## config.mk

```make
export PLATFORM = sky130hd
export DESIGN_NAME = tuner_out_fmt
export DESIGN_NICKNAME = d
export VERILOG_FILES = /design/src/rtl/tof_pkg.sv /design/src/rtl/tof_seq.sv /design/src/rtl/tof_lane.sv /design/src/rtl/tuner_out_fmt.sv
export SDC_FILE = /design/constraint.sdc
export NUM_CORES = 1
export LEC_CHECK = 0
export ABC_AREA = 1
export BUFFER_PORTS_ARGS = -buffer_cell sky130_fd_sc_hd__buf_4
export CORE_MARGIN = 2
export CORE_UTILIZATION = 40
export CTS_CLUSTER_DIAMETER = 120
export DETAILED_ROUTE_END_ITERATION = 8
export PLACE_DENSITY = 0.62
export SKIP_LAST_GASP = 1
export SLEW_MARGIN = 20
export SYNTH_ARGS = -nofsm -noshare
export SYNTH_HDL_FRONTEND = slang
export SYNTH_HIERARCHICAL = 1
export SYNTH_SLANG_ARGS = --single-unit
```

## constraint.sdc

```tcl
create_clock -name clk -period 11.3 [get_ports clk]
set_clock_uncertainty 0.2 [all_clocks]
set_input_delay 0.565 -clock clk [delete_from_list [all_inputs] [get_ports clk]]
set_output_delay 0.565 -clock clk [all_outputs]
set_load 0.01 [all_outputs]
```

## src/rtl/tof_pkg.sv

```systemverilog
`timescale 1ns/1ps
package tof_pkg;

  // Output width selector codes
  typedef enum logic [1:0] {
    WSEL_10 = 2'd0,
    WSEL_12 = 2'd1,
    WSEL_14 = 2'd2,
    WSEL_16 = 2'd3
  } wsel_e;

  // Width in bits for a selector code, relative to the widest output
  function automatic int unsigned width_bits(input logic [1:0] sel, input int unsigned max_w);
    return max_w - 32'd6 + 32'd2 * 32'(sel);
  endfunction

endpackage

```

## src/rtl/tof_seq.sv

```systemverilog
`timescale 1ns/1ps
// Beat sequencer: inversion, half-rate shift and real-mode ordering.
module tof_seq #(
  parameter int IN_W = 16
) (
  input  logic                 clk,
  input  logic                 rst_n,
  input  logic                 sync_clr,
  input  logic                 cfg_real,
  input  logic                 cfg_inv,
  input  logic                 cfg_shift,
  input  logic                 in_valid,
  input  logic signed [IN_W-1:0] in_i,
  input  logic signed [IN_W-1:0] in_q,
  output logic                 s_valid,
  output logic signed [IN_W:0] s_a,
  output logic signed [IN_W:0] s_b,
  output logic                 s_qsel
);

  localparam int XW = IN_W + 1;  // one guard bit so negating the most negative code stays exact

  logic signed [XW-1:0] ext_i, ext_q, q_adj, lead_val;
  logic signed [XW-1:0] a_n, b_n, pend_d_n;
  logic signed [XW-1:0] a_q, b_q, pend_d_q;
  logic                 v_n, v_q, qsel_n, qsel_q;
  logic                 pend_v_n, pend_v_q, pend_ld;
  logic                 oph_n, oph_q;    // output beat phase (shift)
  logic                 pph_n, pph_q;    // pair phase (real-mode order)
  logic                 neg_now;

  assign ext_i    = XW'(in_i);
  assign ext_q    = XW'(in_q);
  assign q_adj    = cfg_inv ? -ext_q : ext_q;
  assign lead_val = pph_q ? -ext_i : ext_i;
  assign neg_now  = cfg_shift & oph_q;

  // Next-state logic
  always_comb begin
    v_n      = 1'b0;
    a_n      = '0;
    b_n      = '0;
    qsel_n   = 1'b0;
    pend_v_n = pend_v_q;
    pend_d_n = pend_d_q;
    pend_ld  = 1'b0;
    oph_n    = oph_q;
    pph_n    = pph_q;
    if (pend_v_q) begin
      // second real beat of the held pair
      v_n      = 1'b1;
      a_n      = neg_now ? -pend_d_q : pend_d_q;
      qsel_n   = 1'b1;
      pend_v_n = 1'b0;
      oph_n    = ~oph_q;
    end else if (in_valid) begin
      v_n   = 1'b1;
      oph_n = ~oph_q;
      if (cfg_real) begin
        a_n      = neg_now ? -lead_val : lead_val;
        pend_v_n = 1'b1;
        pend_ld  = 1'b1;
        pend_d_n = pph_q ? q_adj : -q_adj;
        pph_n    = ~pph_q;
      end else begin
        a_n = neg_now ? -ext_i : ext_i;
        b_n = neg_now ? -q_adj : q_adj;
      end
    end
    if (sync_clr) begin
      pend_v_n = 1'b0;
      oph_n    = 1'b0;
      pph_n    = 1'b0;
    end
  end

  // Registers
  always_ff @(posedge clk or negedge rst_n) begin
    if (!rst_n) begin
      v_q      <= 1'b0;
      qsel_q   <= 1'b0;
      a_q      <= '0;
      b_q      <= '0;
      pend_v_q <= 1'b0;
      pend_d_q <= '0;
      oph_q    <= 1'b0;
      pph_q    <= 1'b0;
    end else begin
      v_q      <= v_n;
      qsel_q   <= qsel_n;
      pend_v_q <= pend_v_n;
      oph_q    <= oph_n;
      pph_q    <= pph_n;
      if (v_n) begin
        a_q <= a_n;
        b_q <= b_n;
      end
      if (pend_ld) begin
        pend_d_q <= pend_d_n;
      end
    end
  end

  assign s_valid = v_q;
  assign s_a     = a_q;
  assign s_b     = b_q;
  assign s_qsel  = qsel_q;


  real_gap_chk: assert property (@(posedge clk) disable iff (!rst_n)
    (cfg_real && in_valid) |=> !in_valid);

endmodule

```

## src/rtl/tof_lane.sv

```systemverilog
`timescale 1ns/1ps
// One lane: gain, symmetric rounding to the selected width, clipping.
module tof_lane #(
  parameter int IN_W    = 16,
  parameter int OUT_W   = 16,
  parameter int FINE_W  = 8,
  parameter int SHIFT_W = 3
) (
  input  logic signed [IN_W:0]      x,
  input  logic [FINE_W-1:0]         fine,
  input  logic [SHIFT_W-1:0]        coarse,
  input  logic [1:0]                wsel,
  output logic signed [OUT_W-1:0]   y,
  output logic                      sat
);

  localparam int XW     = IN_W + 1;
  localparam int PROD_W = XW + FINE_W + 1 + (2**SHIFT_W - 1) + 1;
  localparam int NSEL   = 4;

  logic signed [FINE_W+1:0]  gain_s;
  logic signed [PROD_W-1:0]  x_ext, g_ext, prod, scaled;
  logic [PROD_W-1:0]         mag;
  logic                      neg;
  logic [PROD_W-1:0]         rnd_w     [NSEL];
  logic [PROD_W-1:0]         pos_lim_w [NSEL];
  logic [PROD_W-1:0]         neg_lim_w [NSEL];
  logic [PROD_W-1:0]         rnd_sel, lim, clip;

  assign gain_s = {2'b01, fine};
  assign x_ext  = PROD_W'(x);
  assign g_ext  = PROD_W'(gain_s);
  assign prod   = x_ext * g_ext;
  assign scaled = prod <<< coarse;
  assign neg    = scaled[PROD_W-1];
  assign mag    = neg ? PROD_W'(-scaled) : PROD_W'(scaled);

  // One rounder per selectable width; the selector picks among them
  for (genvar k = 0; k < NSEL; k++) begin : g_w
    localparam int W = OUT_W - 6 + 2 * k;
    localparam int R = FINE_W + IN_W - W;
    assign rnd_w[k]     = (mag + (PROD_W'(1) << (R - 1))) >> R;
    assign neg_lim_w[k] = PROD_W'(1) << (W - 1);
    assign pos_lim_w[k] = (PROD_W'(1) << (W - 1)) - PROD_W'(1);
  end

  always_comb begin
    rnd_sel = rnd_w[wsel];
    lim     = neg ? neg_lim_w[wsel] : pos_lim_w[wsel];
    sat     = rnd_sel > lim;
    clip    = sat ? lim : rnd_sel;
    y       = neg ? OUT_W'(-clip) : OUT_W'(clip);
  end

endmodule

```

## src/rtl/tuner_out_fmt.sv

```systemverilog
`timescale 1ns/1ps
// Tuner output formatter top: sequencer, two arithmetic lanes, output register.
module tuner_out_fmt #(
  parameter int IN_W    = 16,
  parameter int OUT_W   = 16,
  parameter int FINE_W  = 8,
  parameter int SHIFT_W = 3
) (
  input  logic                      clk,
  input  logic                      rst_n,
  input  logic                      sync_clr,
  input  logic                      cfg_real,
  input  logic                      cfg_inv,
  input  logic                      cfg_shift,
  input  logic [SHIFT_W-1:0]        cfg_coarse,
  input  logic [FINE_W-1:0]         cfg_fine,
  input  logic [1:0]                cfg_wsel,
  input  logic                      in_valid,
  input  logic signed [IN_W-1:0]    in_i,
  input  logic signed [IN_W-1:0]    in_q,
  output logic                      out_valid,
  output logic signed [OUT_W-1:0]   out_a,
  output logic signed [OUT_W-1:0]   out_b,
  output logic                      out_qsel,
  output logic                      out_ovf
);

  import tof_pkg::*;

  localparam int XW    = IN_W + 1;
  localparam int LANES = 2;

  logic                    s_valid, s_qsel;
  logic signed [XW-1:0]    s_a, s_b;
  logic signed [XW-1:0]    lane_x   [LANES];
  logic signed [OUT_W-1:0] lane_y   [LANES];
  logic [LANES-1:0]        lane_sat;

  tof_seq #(.IN_W(IN_W)) u_seq (
    .clk       (clk),
    .rst_n     (rst_n),
    .sync_clr  (sync_clr),
    .cfg_real  (cfg_real),
    .cfg_inv   (cfg_inv),
    .cfg_shift (cfg_shift),
    .in_valid  (in_valid),
    .in_i      (in_i),
    .in_q      (in_q),
    .s_valid   (s_valid),
    .s_a       (s_a),
    .s_b       (s_b),
    .s_qsel    (s_qsel)
  );

  assign lane_x[0] = s_a;
  assign lane_x[1] = s_b;

  for (genvar l = 0; l < LANES; l++) begin : g_lane
    tof_lane #(
      .IN_W    (IN_W),
      .OUT_W   (OUT_W),
      .FINE_W  (FINE_W),
      .SHIFT_W (SHIFT_W)
    ) u_lane (
      .x      (lane_x[l]),
      .fine   (cfg_fine),
      .coarse (cfg_coarse),
      .wsel   (cfg_wsel),
      .y      (lane_y[l]),
      .sat    (lane_sat[l])
    );
  end

  // Output stage next state
  logic ovf_n, ovf_q;
  logic vout_q, qsel_q;
  logic signed [OUT_W-1:0] a_q, b_q;

  always_comb begin
    ovf_n = ovf_q | (s_valid & (|lane_sat));
    if (sync_clr) ovf_n = 1'b0;
  end

  always_ff @(posedge clk or negedge rst_n) begin
    if (!rst_n) begin
      vout_q <= 1'b0;
      qsel_q <= 1'b0;
      a_q    <= '0;
      b_q    <= '0;
      ovf_q  <= 1'b0;
    end else begin
      vout_q <= s_valid;
      qsel_q <= s_qsel;
      ovf_q  <= ovf_n;
      if (s_valid) begin
        a_q <= lane_y[0];
        b_q <= lane_y[1];
      end
    end
  end

  assign out_valid = vout_q;
  assign out_qsel  = qsel_q;
  assign out_a     = a_q;
  assign out_b     = b_q;
  assign out_ovf   = ovf_q;

  // Limits of the currently selected width, used by the range check
  int unsigned cur_w;
  int          lim_hi, lim_lo;
  assign cur_w  = width_bits(cfg_wsel, OUT_W);
  assign lim_hi = (1 <<< (cur_w - 1)) - 1;
  assign lim_lo = -(1 <<< (cur_w - 1));


  cplx_lat_chk: assert property (@(posedge clk) disable iff (!rst_n)
    (in_valid && !cfg_real) |-> ##2 out_valid);


  real_pair_chk: assert property (@(posedge clk) disable iff (!rst_n)
    (out_valid && !out_qsel && cfg_real) |=> (out_valid && out_qsel));


  range_chk: assert property (@(posedge clk) disable iff (!rst_n)
    out_valid |-> (int'(out_a) <= lim_hi && int'(out_a) >= lim_lo &&
                   int'(out_b) <= lim_hi && int'(out_b) >= lim_lo));


  ovf_sticky_chk: assert property (@(posedge clk) disable iff (!rst_n)
    (out_ovf && !sync_clr) |=> out_ovf);

endmodule

```

# After elaboration in Yosys (flattened, before gate mapping)
# Cells that the tools add are included.
word_totals:
  elab_cells: 99
  latchBits: 0
  in_bits: 52
  mem_bits_rw: 0
  regBits: 91
  mem_bits_ro: 0
  out_inout_bits: 35
  memories: 0
op_classes:
  order_cmp: 3
  n_eq_ne: 1
  n_reduce_logical: 6
  bitwise: 7
  n_mul: 2
  add_sub_neg: 17
  shifts: 2
  mux: 48
  div: 0
op_table:
  columns: ["op", "n"]
  rows:
  - ["$mux W34", 12]
  - ["$bmux W34 S2", 4]
  - ["$mux W17", 13]
  - ["$add A34 B10 Y34 const B", 2]
  - ["$add A34 B12 Y34 const B", 2]
  - ["$add A34 B14 Y34 const B", 2]
  - ["$add A34 B8 Y34 const B", 2]
  - ["$gt A34 B34 Y1", 2]
  - ["$neg A34 Y34", 2]
  - ["$sshl A34 B3 Y34", 2]
  - ["$mux W16", 4]
  - ["$mul A17 B10 Y27", 2]
  - ["$neg A17 Y17", 3]
  - ["$neg A16 Y17", 2]
  - ["$neg A16 Y16", 2]
  - ["$mux W1", 15]
  - ["$reduce_and A4 Y1", 1]
  - ["$reduce_bool A2 Y1", 2]
  - ["$ge A3 B3 Y1 const B", 1]
  - ["$not A1 Y1", 3]
  - ["$not A2 Y3", 1]
  - ["$reduce_and A3 Y1", 1]
  - ["$reduce_bool A3 Y1", 1]
  - ["$and A1 B1 Y1", 2]
  - ["3 further kinds", 3]

# Depth between registers and ports, before layout
# Gate-level depths: netlist of run 1.
depth:
  ltp_word: 13
  depth_mapped: 71
  depth_no_buf: 68

# Cells and area by module
# Netlist of run 1, hierarchy kept.
modules_own_cells:
  columns: ["mod", "seq_area_each_um2", "cells_per_inst", "n_inst", "area_each_um2"]
  rows:
  - ["tof_lane at g_lane[1].u_lane", 0.0, 2346, 1, 13130.1]
  - ["tof_lane at g_lane[0].u_lane", 0.0, 2245, 1, 13098.8]
  - ["tof_seq", 1401.3, 811, 1, 5018.6]
  - ["tuner_out_fmt", 875.8, 141, 1, 1477.7]

# Least setup slack after synthesis of run 1
# OpenSTA, ideal clock, no wires.
synth_timing:
  path_type: "in2reg"
  from: "input port cfg_fine[3]"
  to: "register b_q[10] (netlist: out_b[10])"
  path_slack_ns: 1.478
  setup_time_ns: 0.118
  n_path_buf: 5
  t_required_ns: 10.982
  path_stages: 63
  arrival_ns: 9.504
  cell_sequence: "clkbuf_1 > clkbuf_1 > nand2_1 > fa_1 > inv_1 > fa_1 > inv_1 > fa_1 > inv_1 > fa_1 > inv_1 > fa_1 > inv_1 > ha_1 > nand2_2 > inv_1 > nand2_1 > nand2_1 > [... 27 more ...] > nor3_2 > nand3_2 > nand2_2 > buf_4 > nand2_1 > nand2_1 > inv_1 > ha_1 > nand2_1 > nor2_2 > nand3_1 > nand2_2 > nand2_1 > nand2_1 > nand2_1 > inv_1 > nand2_1 > o21ai_2"
synth_rtl:
  columns: ["item", "line_no", "rtl"]
  rows:
  - ["start, declared", "tuner_out_fmt.sv:16", "input logic [FINE_W-1:0] cfg_fine,"]
  - ["end signal, assigned", "tuner_out_fmt.sv:97", "b_q <= lane_y[1];"]
  - ["end, declared", "tuner_out_fmt.sv:77", "logic signed [OUT_W-1:0] a_q, b_q;"]

==> metrics, run 1 <==
status=finished, final reports clean; Bufs on Longest Clock Path=2; GRT overflow=0; WL/cell=between 15 and 20 um; max cap viols=0; most common cell after layout, fill and taps aside=nand2_1; chip width=~290 um; Max Freq=0.0953 GHz; Routed Antenna Nets=0; layout cell share with drive strength beyond 1=11.2%; Initial Util=40.5%; RSZ-0062 raised after global routing=yes; largest fanout on the critical path=11; drt pass-1 iters=6; initial antenna violation count=0; Root Driver=clkbuf_16; Slew @ Worst Pin=0.882 ns; fin crit period=roughly 10 ns; Core Util, Final=42.7%; Worst Setup End Kind=flip-flop; Worst EP arrival=10.54 ns; TritonCTS clock tree=done; fin crit share=92.9%; Yosys Warn Count=6; Total GRT Usage=24.9%; prevailing post-synth register cell=dfrtp_1; hold_ws=0.168 ns; WS Path Type=flip-flop to flip-flop; Final Hold Viols=0; die height=290 um; I/O pin cnt=87; Slowest-stage cell, CP=fa_2; Placer Congestion=0.986; die area=approximately 84000 um2; PortBufs=86; syn nets=roughly 6000; Synth async-reset ratio=100%; Netlist cell types=75; fillers=about 9000; count of pins over their slew limit=0; largest net degree at the start of global routing=88; hold crit path type=flip-flop to flip-flop; vias in the first global route=between 30000 and 40000; H-tree depth=3; DR vias/cell=between 5 and 6; # rows=104; clock-pin transition on the worst setup and hold timing paths=0.08 ns; Clock Latency Late Sink=0.39 ns; post-detail-place hpwl=85.6 mm; worst endpoint required time=~11 ns; global-route wire length before repair=about 170 mm; Slew headroom=40.7%; startpoint types=flip-flop; clock tree sinks=91; Seq/Total Area, Yosys=6.96%; setup violators final=0; CTS Buf Count=9; EDFF count, synth=0; pre-CTS setup slack=0.315 ns; Worst Slack Setup Final=between 0.8 and 0.9 ns; DRC violations left=0; Cell Area, Synth=~33000 um2; max incr delay on CP=roughly 0.64 ns; routed wire length=105 mm; initial DRC count=3340; Layout area overhead=5.41%; Core Area=80800 um2; Vias=34700; Mapped Cells=about 5500; most frequent cells in the layout=nand2_1 (1756), inv_1 (892), nand3_1 (752), nor2_1 (351), fa_1 (256); Final #Nets=approximately 6000; Avg Inst Size Synth=5.90 um2; CP dominant cell by count=nand2_1; # diodes=0; synthesized flop and latch total=91
kinds of logic (layout without fill, tap and decap cells):
logic type	count (synthesis)	in the layout	share of synthesized area, %
simple gates	3333	3334	46.7
buf+inv	1181	1138	14.5
compound gates	474	474	8.78
fa+ha+maj	407	407	21.5
flops	91	91	6.96
xor+xnor	57	57	1.64
Yosys cell counts, types with 9 or more instances:
library cell	count	area share [%]
nand2_2	98	1.9
fa_1	258	16
xnor2_1	9	0.24
nand2_1	1758	20
nand3_2	54	1.7
buf_4	13	0.30
o211ai_1	21	0.48
dfrtp_1	91	7.0
buf_6	16	0.55
inv_2	83	0.95
o221ai_1	15	0.40
a21oi_1	116	1.8
nand3b_1	20	0.46
ha_1	149	5.7
clkbuf_1	98	1.1
buf_1	17	0.19
nand3_1	753	12
nor2_2	61	1.2
inv_1	893	10
buf_2	38	0.58
nor2_1	354	4.1
nand4_1	107	2.0
o21ai_0	166	2.5
nor2_4	45	1.5
o21ai_2	36	0.96
nor3_1	33	0.50
xor2_1	43	1.2
nand2_4	19	0.65
a22oi_1	9	0.21
o22ai_1	9	0.17
o21ai_1	40	0.61
worst max-delay path, delay by kind of cell, from the launching register on:
kind | cells | cell delay (ns)
and+or+nand+nor | 36 | 4.71
xor gates and xnor gates | 1 | 0.16
buffers and inverters | 8 | 0.53
adders and majority gates | 8 | 3.51
DFF | 1 | 0.51
AOI/OAI and AO/OA | 3 | 0.73
sequential cells by signal, summed over array words and instances, names as in the netlist:
signal,count
out_a,16
out_b,16
out_ovf,1
out_qsel,1
out_valid,1
u_seq/oph_q,1
u_seq/pend_d_q,17
u_seq/pend_v_q,1
u_seq/pph_q,1
u_seq/s_a,17
u_seq/s_b,17
u_seq/s_qsel,1
u_seq/s_valid,1
final timing paths:
kind / startpoint / end / slack, ns / cells past startpoint
min reg2reg: u_seq/s_qsel / out_qsel / 0.17 / 0
min in group asynchronous: rst_n / out_a[8] / 0.48 / 2
max in group asynchronous: rst_n / u_seq/s_a[3] / 9.18 / 3
max: u_seq/s_b[16] / out_b[10] / 0.81 / 56
max reg2reg: u_seq/s_b[16] / out_b[10] / 0.81 / 56
min: u_seq/s_qsel / out_qsel / 0.17 / 0
stage by stage:
stage,instances,area [um2],setup TNS (ns)
global placement,6530,33900,0
CTS,6547,34300,0
detailed placement,6530,33900,0
finish,6561,34500,0
floorplan,5543,32700,0
global route,6561,34500,-0.0506
final cells by class:
cell class,instances,area [um2],area share [%]
Sequential cell,91,2300,6.68
Multi-Input combinational cell,4272,25800,74.7
Clock inverter,6,78.8,0.229
Tap cell,1060,1330,3.84
Inverter,986,3710,10.8
Timing Repair Buffer,136,1070,3.10
Clock buffer,10,229,0.664
routing by layer:
layer | vias up | share of wire, % | GRT usage [%]
met1 | 16200 | 47 | 35.7
met5 | - | 0 | 0
met3 | 89 | 6.0 | 2.40
met4 | 0 | 1.1 | 3.77
met2 | 1075 | 45 | 41.3
li1 | 17300 | - | -
what timing repair did:
item / 4_1_cts / 5_1_grt
endpoints found under the setup margin: 0 / 28
endpoints found under the hold margin: 34 / 0
hold buffers: 1 / 0
gates resized for setup: 0 / 44
setup buffers: 0 / 13
Power of run 1 is not shown: default switching activity piles up to over one toggle a cycle in this logic, so the estimate is an artifact.
==> run 2: changes to the inputs <==
--- a/config.mk
+++ b/config.mk
@@ -5,7 +5,7 @@
 export SDC_FILE = /design/constraint.sdc
 export NUM_CORES = 1
 export LEC_CHECK = 0
-export ABC_AREA = 1
+export ABC_AREA = 0
 export BUFFER_PORTS_ARGS = -buffer_cell sky130_fd_sc_hd__buf_4
 export CORE_MARGIN = 2
 export CORE_UTILIZATION = 40
==> metrics, run 2 <==
Yosys Warn Count=6 (unchanged); Mapped Cells=4046 (-27%); DP Area=40000 um2 (+18%); clock tree sinks=91 (unchanged); I/O pin cnt=87 (unchanged); chip width=285 um (-1.9%); met2 WL post-DR=50.1 mm (+5.4%); worst endpoint required time=11.36 ns (+0.02 ns); Worst Slack Setup Final=-0.453 ns (-1.26 ns); Clock Latency Late Sink=0.41 ns (+0.02 ns); startpoint types=flip-flop; syn nets=4505 (-25%); RSZ-0062 raised after global routing=yes; most common cell after layout, fill and taps aside=buf_4; EDFF count, synth=0 (unchanged); post-synth top area share=16.4% (-3.8 points); initial DRC count=2121 (-36%); max layer used=met5; Cell Area, Synth=31500 um2 (-3.7%); prevailing post-synth register cell=dfrtp_1; Hold EP=out_qsel; R2R depth=47 (-16%); largest net degree at the start of global routing=67 (-24%); H-tree depth=3 (unchanged); count of pins over their slew limit=0 (unchanged); Post-synth top cells=nand2_1 (442), inv_1 (332), fa_1 (258), nor2_1 (240), a21oi_1 (197); Layout area overhead=37.6%; Root Driver=clkbuf_16; Max Freq=0.0851 GHz (-11%); RR Endpoint=out_b[14]; PortBufs=86 (unchanged); Synth async-reset ratio=100% (unchanged); hold crit path type=flip-flop to flip-flop; setup violators final=2 (+2); DR vias/cell=5.64 (+6.5%); pre-CTS setup slack=-0.992 ns (-1.31 ns); R2R Path Start=u_seq/s_b[9]; fin crit period=11.75 ns (+1.26 ns); DRC violations left=0 (unchanged); # rows=102 (-1.9%); Final #Nets=5420 (-9.0%); post-detail-place hpwl=82.4 mm (-3.7%); TritonCTS clock tree=done; Design Area, Final=43400 um2 (+26%); most frequent cells in the layout=buf_4 (1110), nand2_1 (414), inv_1 (319), fa_1 (252), nor2_1 (219); max cap viols=0 (unchanged); hold path start=u_seq/s_qsel; CTS Buf Count=9 (unchanged); Core Area=77700 um2 (-3.8%); Routed Antenna Nets=0 (unchanged); Netlist cell types=145 (+93%); Slew @ Worst Pin=0.987 ns (+0.105 ns); # diodes=0 (unchanged); Slew headroom=34.2% (-6.5 points); hold_ws=0.157 ns (-0.0108 ns); routed wire length=104 mm (-0.98%); Initial Util=40.5% (about the same); Avg Inst Size Synth=7.79 um2 (+32%); failing checks=negative setup slack; Worst Hold Depth=0 (unchanged); routed length on met1=47.4 mm (-4.2%); synthesized flop and latch total=91 (unchanged); WS Path Type=flip-flop to flip-flop; Worst EP arrival=11.82 ns (+1.28 ns); metal3 WL=4.19 mm (-34%); CP dominant cell by count=fa_1; clock-pin transition on the worst setup and hold timing paths=0.07 ns (about the same); vias in the first global route=32600 (-1.4%); drt pass-1 iters=6 (unchanged); max incr delay on CP=0.54 ns (-0.10 ns); fin crit share=104% (+11 points); WL/cell=17.2 um (+8.2%); Bufs on Longest Clock Path=2 (unchanged); largest fanout on the critical path=6 (-5); layout cell share with drive strength beyond 1=35.0% (+24 points); status=finished with violations; Seq/Total Area, Yosys=7.23% (+0.27 points); fillers=7037 (-21%); die height=285 um (-1.9%); Vias=33900 (-2.6%); Final Hold Viols=0 (unchanged); initial antenna violation count=4 (+4); R2R setup slack=-0.45 ns (-1.26 ns); Synth area leaders=fa_1 (16%), dfrtp_1 (7.2%), ha_1 (5.9%); most numerous cell in the Yosys netlist=nand2_1; Worst Setup End Kind=flip-flop; Synth area leader=fa_1; global-route wire length before repair=168 mm (-3.7%); Slowest-stage cell, CP=fa_1; Total GRT Usage=24.6% (-0.35 points); die area=81000 um2 (-3.7%); Placer Congestion=0.922 (-6.5%); GRT overflow=0 (unchanged)
==> run 2: cell count changes in the layout (fill, tap and decap cells not counted), moves of 50 or more <==
cell | previous run | this run
nand2_1 | 1756 | 414
nand4_1 | 107 | 57
nor2_1 | 351 | 219
nand2_2 | 99 | 20
buf_4 | 127 | 1110
inv_1 | 892 | 319
xnor2_1 | 9 | 176
nand3_1 | 752 | 102
and2_1 | 4 | 158
inv_2 | 84 | 14
nand3_2 | 55 | 5
nor3_1 | 32 | 88
==> run 2: what timing repair did <==
action	4_1_cts	5_1_grt
buffers inserted	56	68
pin swaps	95	131
hold endpoints to repair	25	0
resized for setup	188	240
hold buffers	1	0
setup endpoints to repair	9	14
gates cloned	0	2
==> run 2: worst max path at each step <==
stage / startpoint / end / depth (start not counted) / slack [ns]
after CTS: u_seq/s_b[3] / out_b[14] / 46 / -0.35
after global routing: u_seq/s_b[9] / out_b[14] / 47 / -0.85
after global placement: cfg_fine[3] / out_b[14] / 47 / -0.88
final: u_seq/s_b[9] / out_b[14] / 47 / -0.45
after detailed placement: cfg_fine[6] / out_b[14] / 47 / -0.99
after floorplan: cfg_fine[3] / out_b[14] / 57 / -1.09
==> run 2: cell families after synthesis <==
family | share of synthesized area (%)
and+or+nand+nor | 24.2
AOI/OAI and AO/OA | 25.5
buffers and inverters | 7.53
adders and majority gates | 22.3
xor gates and xnor gates | 8.25
muxes | 5.00
DFF | 7.23
==> run 2: routing by layer <==
metal  GRT usage (%)  vias up
met2            41.6      903
met4            5.33        4
met3            2.28      127
met1            33.9    16400
met5               0        -
li1                -    16500
==> run 2: area by class of cell <==
cell class	instances	area [um2]	share of cell area (%)
clock buffers	11	243	0.560
repair buffers	1151	8910	20.6
clock inverters	3	25.0	0.0577
inverters	337	1270	2.93
multi-input cells	3371	29300	67.6
well taps	1040	1300	3.00
flip-flops and latches	91	2300	5.31
==> run 2: stage by stage <==
step | std cells | util [%] | TNS [ns]
2_1_floorplan | 4046 | - | -3.14
3_3_place_gp | 5865 | 51.5 | -5.28
3_5_place_dp | 5865 | 51.5 | -6.30
4_1_cts | 5936 | 53.5 | -0.416
5_1_grt | 6004 | 55.8 | -3.61
6_report | 6004 | 55.8 | -0.498
==> run 2: critical path, delay by kind of cell, from the launching register on <==
family	cells	cell delay (ns)
adder cells (fa/ha/maj)	8	3.33
flip-flops	1	0.43
buffers and inverters	8	0.85
AND/OR/NAND/NOR	13	2.71
multiplexers	4	1.32
AO/OA/AOI/OAI	12	2.54
XOR/XNOR	2	0.24
Power of run 2 is left out for the same reason.
